[config.mk]
export PLATFORM = sky130hd
export DESIGN_NAME = slp_gate_ctrl
export DESIGN_NICKNAME = d
export VERILOG_FILES = /design/src/rtl/slp_pkg.sv /design/src/rtl/slp_req_dec.sv /design/src/rtl/slp_wake_det.sv /design/src/rtl/slp_seq_fsm.sv /design/src/rtl/slp_gate_ctrl.sv
export SDC_FILE = /design/constraint.sdc
export NUM_CORES = 1
export LEC_CHECK = 0
export BUFFER_PORTS_ARGS = -buffer_cell sky130_fd_sc_hd__buf_2
export CAP_MARGIN = 10
export CORE_AREA = 3 3 40 42
export CTS_CLUSTER_DIAMETER = 120
export DETAILED_ROUTE_END_ITERATION = 12
export DIE_AREA = 0 0 43 45
export PLACE_DENSITY = 0.64
export RECOVER_POWER = 50
export SYNTH_ARGS = -nofsm -noshare
export SYNTH_HDL_FRONTEND = slang
export SYNTH_SLANG_ARGS = --single-unit
[constraint.sdc]
create_clock -name clk_i -period 1.4 [get_ports clk_i]
set_clock_uncertainty 0.1 [all_clocks]
set_input_delay 0.21 -clock clk_i [delete_from_list [all_inputs] [get_ports clk_i]]
set_output_delay 0.21 -clock clk_i [all_outputs]
set_load 0.005 [all_outputs]
[src/rtl/slp_pkg.sv]
package slp_pkg;

    typedef enum logic [2:0] {
        ST_RUN     = 3'd0,
        ST_WAIT    = 3'd1,
        ST_CPU_OFF = 3'd2,
        ST_SLEEP   = 3'd3,
        ST_BUS_ON  = 3'd4
    } slp_state_e;

    typedef struct packed {
        logic cpu_en;
        logic bus_en;
        logic sleep;
    } gate_t;

    localparam gate_t GATE_RUN = '{cpu_en: 1'b1, bus_en: 1'b1, sleep: 1'b0};

    function automatic gate_t gate_of(slp_state_e st);
        gate_t g;
        g = GATE_RUN;
        case (st)
            ST_CPU_OFF, ST_BUS_ON: g = '{cpu_en: 1'b0, bus_en: 1'b1, sleep: 1'b1};
            ST_SLEEP:              g = '{cpu_en: 1'b0, bus_en: 1'b0, sleep: 1'b1};
            default:               g = GATE_RUN;
        endcase
        return g;
    endfunction

endpackage

[src/rtl/slp_req_dec.sv]
module slp_req_dec #(
    parameter int REG_W    = 8,
    parameter int GEAR_W   = 2,
    parameter int REQ_BIT  = 6,
    parameter int STOP_BIT = 7
) (
    input  logic              clk_i,
    input  logic              rst_i,
    input  logic              wr_i,
    input  logic [REG_W-1:0]  wdata_i,
    input  logic [GEAR_W-1:0] cpu_gear_i,
    input  logic [GEAR_W-1:0] per_gear_i,
    input  logic              accept_i,
    output logic              req_o,
    output logic              err_o
);
    logic code_hit;
    logic gear_ok;
    logic err_q;

    assign code_hit = wr_i && accept_i && wdata_i[REQ_BIT] && !wdata_i[STOP_BIT];
    assign gear_ok  = (cpu_gear_i == per_gear_i);
    assign req_o    = code_hit && gear_ok;

    always_ff @(posedge clk_i) begin
        if (rst_i) begin
            err_q <= 1'b0;
        end else if (code_hit && !gear_ok) begin
            err_q <= 1'b1;
        end
    end

    assign err_o = err_q;
endmodule

[src/rtl/slp_wake_det.sv]
module slp_wake_det #(
    parameter int N_IRQ = 8
) (
    input  logic [N_IRQ-1:0] irq_req_i,
    input  logic [N_IRQ-1:0] irq_en_i,
    output logic             wake_o
);
    logic [N_IRQ-1:0] live;

    for (genvar i = 0; i < N_IRQ; i++) begin : g_mask
        assign live[i] = irq_req_i[i] & irq_en_i[i];
    end

    assign wake_o = |live;
endmodule

[src/rtl/slp_seq_fsm.sv]
module slp_seq_fsm
    import slp_pkg::*;
(
    input  logic  clk_i,
    input  logic  rst_i,
    input  logic  req_i,
    input  logic  idle_i,
    input  logic  wake_i,
    output gate_t gate_o,
    output logic  run_o
);
    slp_state_e st_q, st_d;
    gate_t      gate_q;

    always_comb begin
        st_d = st_q;
        case (st_q)
            ST_RUN:     if (req_i)       st_d = ST_WAIT;
            ST_WAIT:    if (wake_i)      st_d = ST_RUN;
                        else if (idle_i) st_d = ST_CPU_OFF;
            ST_CPU_OFF: if (wake_i)      st_d = ST_RUN;
                        else             st_d = ST_SLEEP;
            ST_SLEEP:   if (wake_i)      st_d = ST_BUS_ON;
            ST_BUS_ON:                   st_d = ST_RUN;
            default:                     st_d = ST_RUN;
        endcase
    end

    always_ff @(posedge clk_i) begin
        if (rst_i) begin
            st_q   <= ST_RUN;
            gate_q <= GATE_RUN;
        end else begin
            st_q   <= st_d;
            gate_q <= gate_of(st_d);
        end
    end

    assign gate_o = gate_q;
    assign run_o  = (st_q == ST_RUN);
endmodule

[src/rtl/slp_gate_ctrl.sv]
module slp_gate_ctrl
    import slp_pkg::*;
#(
    parameter int N_IRQ  = 8,
    parameter int REG_W  = 8,
    parameter int GEAR_W = 2
) (
    input  logic              clk_i,
    input  logic              rst_i,
    input  logic              stby_wr_i,
    input  logic [REG_W-1:0]  stby_wdata_i,
    input  logic [GEAR_W-1:0] cpu_gear_i,
    input  logic [GEAR_W-1:0] per_gear_i,
    input  logic              bus_idle_i,
    input  logic [N_IRQ-1:0]  irq_req_i,
    input  logic [N_IRQ-1:0]  irq_en_i,
    output logic              cpu_clk_en_o,
    output logic              bus_clk_en_o,
    output logic              sleep_o,
    output logic              gear_err_o
);
    logic  req;
    logic  wake;
    logic  run;
    gate_t gate;

    slp_req_dec #(
        .REG_W  (REG_W),
        .GEAR_W (GEAR_W)
    ) dec_i (
        .clk_i      (clk_i),
        .rst_i      (rst_i),
        .wr_i       (stby_wr_i),
        .wdata_i    (stby_wdata_i),
        .cpu_gear_i (cpu_gear_i),
        .per_gear_i (per_gear_i),
        .accept_i   (run),
        .req_o      (req),
        .err_o      (gear_err_o)
    );

    slp_wake_det #(
        .N_IRQ (N_IRQ)
    ) wake_i (
        .irq_req_i (irq_req_i),
        .irq_en_i  (irq_en_i),
        .wake_o    (wake)
    );

    slp_seq_fsm fsm_i (
        .clk_i  (clk_i),
        .rst_i  (rst_i),
        .req_i  (req),
        .idle_i (bus_idle_i),
        .wake_i (wake),
        .gate_o (gate),
        .run_o  (run)
    );

    assign cpu_clk_en_o = gate.cpu_en | rst_i;
    assign bus_clk_en_o = gate.bus_en | rst_i;
    assign sleep_o      = gate.sleep & ~rst_i;
endmodule

==> results.json <==
{
  "placementRows": 13,
  "rsz0062_at_grt": "false",
  "syn_area_per_cell_um2": 9.259,
  "clockBufferDepth": 2,
  "numCtsBuffers": 3,
  "worstPathArrival_ns": 0.92,
  "min_to": "dec_i.err_o",
  "cts_root_buf": "clkbuf_4",
  "final-hold-violation-count": 0,
  "synthToLayoutAreaGrowth_pct": 57.14,
  "cap_viol_max_count": 0,
  "r2r_slack_ns": 0.21,
  "slowest_delay_ns": 0.29,
  "timing.setup.tns_ns": 0,
  "ys_seq_area_share_pct": 43.24,
  "crit_type": "reg2out",
  "die_area_um2": 1935,
  "synth_top_area_share_pct": 43.24,
  "initialDrtViolationCount": 3,
  "p_int_uw": 348.9,
  "coreArea_um2": 1285,
  "cpMaxStageDelayCell": "dfxtp_1",
  "wl_per_cell_um": 9.988,
  "syn_inst": 35,
  "setup_viol": 0,
  "max-slew-margin-rel_pct": 83.50,
  "clock-sinks": 7,
  "worstSetupStartpointType": "flip-flop",
  "critPathMaxFanout": 1,
  "combPwrFrac_pct": 13.7,
  "vias": 381,
  "clock_latency_ns": 0.26,
  "powerDensity_nw_per_um2": 887.1,
  "worstPathRequired_ns": 1.09,
  "yosysWarningCount": 0,
  "drive_above_1_share_pct": 50.00,
  "portBuffers": 29,
  "ios": 36,
  "start_util_pct": 25.22,
  "grt_pass1_wl_um": 1400,
  "clock_power_share_pct": 41.5,
  "p_sw_uw": 102.9,
  "clk_pin_slew_worst_paths_ns": 0.06,
  "diodes": 0,
  "synth_common_cells": "dfxtp_1 (7), a22oi_1 (4)",
  "worst-path-buf-inv": 1,
  "cellLeakagePower_uw": 0.0002424,
  "gr-total-overflow": 0,
  "peakVddDrop_v": 0.0003618,
  "postCtsSetupRepairBufs": 0,
  "routed_wl_um": 829,
  "wl_met1_um": 314,
  "synth_seq_cells": 7,
  "design_area_um2": 509.2,
  "r2r-start": "fsm_i.st_q[1]",
  "end_kind": "output port",
  "max_freq_mhz": 812.4,
  "drcViolationCount": 0,
  "vias_per_cell": 4.590,
  "highest_layer": "met4",
  "worstReg2RegEnd": "fsm_i.st_q[0]",
  "cts_tree": "done",
  "yosys-top-cells-area": "dfxtp_1 (43%), a22oi_1 (9.3%), xnor2_1 (5.4%)",
  "tightest_slew_ns": 0.2457,
  "synth_edf_count": 0,
  "hold_class": "in2reg",
  "syn_nets": 67,
  "gp_congestion": 0.6577,
  "holdBufCountCts": 0,
  "synth_area_um2": 324.1,
  "p_sw_share_pct": 22.77,
  "layout.nets": 101,
  "seqPwrFrac_pct": 44.9,
  "status": "finished, final reports clean",
  "dr.pass1.iters": 2,
  "synthArstFlopShare_pct": 0,
  "synth_most_common_cell": "dfxtp_1",
  "wl_met2_um": 386,
  "dpl_cell_area_um2": 488.0,
  "min_period_ns": 1.231,
  "grt_pass1_vias": 385,
  "dpl.hpwl_um": 682.2,
  "cts_resized": 0,
  "synth_top_cell_by_area": "dfxtp_1",
  "met3WireLength_um": 108,
  "antenna_found_initial": 0,
  "die_w_um": 43,
  "track_usage_pct": 10.36,
  "grt_max_degree": 9,
  "worstHoldStart": "rst_i",
  "cts-htree-levels": 1,
  "synth_cell_types": 18,
  "synth_flop_cell": "dfxtp_1",
  "critPathTopFamily": "flip-flops",
  "die_y_um": 45,
  "finalCritPeriodShare_pct": 87.92,
  "ant_nets": 0,
  "min_path_cells": 2,
  "worstPathCellList": "or2_2 -> buf_2",
  "rr_worst_depth": 4,
  "slew_viol_final": 0
}
[worst reg2reg max path: cells and delay by family (launching register included)]
kind,cells,cell delay (ns)
and+or+nand+nor,3,0.51
DFF,1,0.34
AOI/OAI and AO/OA,1,0.17
[layer usage]
layer,vias to the layer above,GRT usage [%]
met5,-,0
met4,0,9.036
met3,2,4.781
met2,26,16.17
met1,158,10.46
li1,195,-
[power by group through the flow]
stage | Sequential, uW | Clock, uW | Combinational [uW]
after floorplan | 207 | 0 | 23.4
after global placement | 207 | 0 | 63.2
after detailed placement | 207 | 0 | 64.6
after CTS | 202 | 200 | 64.9
after global routing | 203 | 209 | 71.4
final | 203 | 187 | 61.7
[state kept, by name (all words and copies together) (netlist names)]
register / flops
fsm_i.gate_o: 3
fsm_i.st_q: 3
dec_i.err_o: 1
[stage by stage]
stage	total power [uW]	hold WS (ns)	worst slack, ns	utilization (%)	cells
floorplan	230.1	0.1824	0.2713	-	35
global placement	269.9	0.3294	0.1046	37.97	79
detailed placement	271.4	0.3423	0.1086	37.97	79
CTS	466.9	0.1009	0.1495	40.02	83
global route	483.2	0.1146	0.06602	39.63	83
finish	451.8	0.1051	0.1691	39.63	83
[cell usage in the layout, fill, tap and decap left out, types with 2 or more instances in the layout]
master    instances
buf_2            29
dfxtp_1           7
a22oi_1           4
nand2_1           3
clkbuf_4          3
or2_2             2
nor2b_1           2
nor2_1            2
a21boi_0          2
nand3_1           2
nor3_1            2
xnor2_1           2
[area by class of cell]
class	count	area, um^2
fillers	134	775.7
multi-input cells	28	178.9
repair buffers	29	145.1
flip-flops and latches	7	140.1
clock buffers	4	26.28
well taps	15	18.77
[worst max path at each step]
stage                     from               to  slack (ns)  cells past startpoint
2_1_floorplan     irq_req_i[5]  fsm_i.gate_o[2]        0.27                      4
3_3_place_gp      irq_req_i[5]  fsm_i.gate_o[2]        0.10                      5
3_5_place_dp      irq_req_i[4]  fsm_i.gate_o[2]        0.11                      5
4_1_cts        fsm_i.gate_o[1]     bus_clk_en_o        0.15                      2
5_1_grt          fsm_i.st_q[1]    fsm_i.st_q[0]        0.07                      4
6_report       fsm_i.gate_o[1]     bus_clk_en_o        0.17                      2
[logic make-up after synthesis]
logic type / count (synthesis) / share of synthesized area [%]
flops: 7 / 43.24
simple gates: 16 / 29.35
xor+xnor: 2 / 5.406
compound gates: 10 / 22.01
Power figures use the tool's default switching activity.
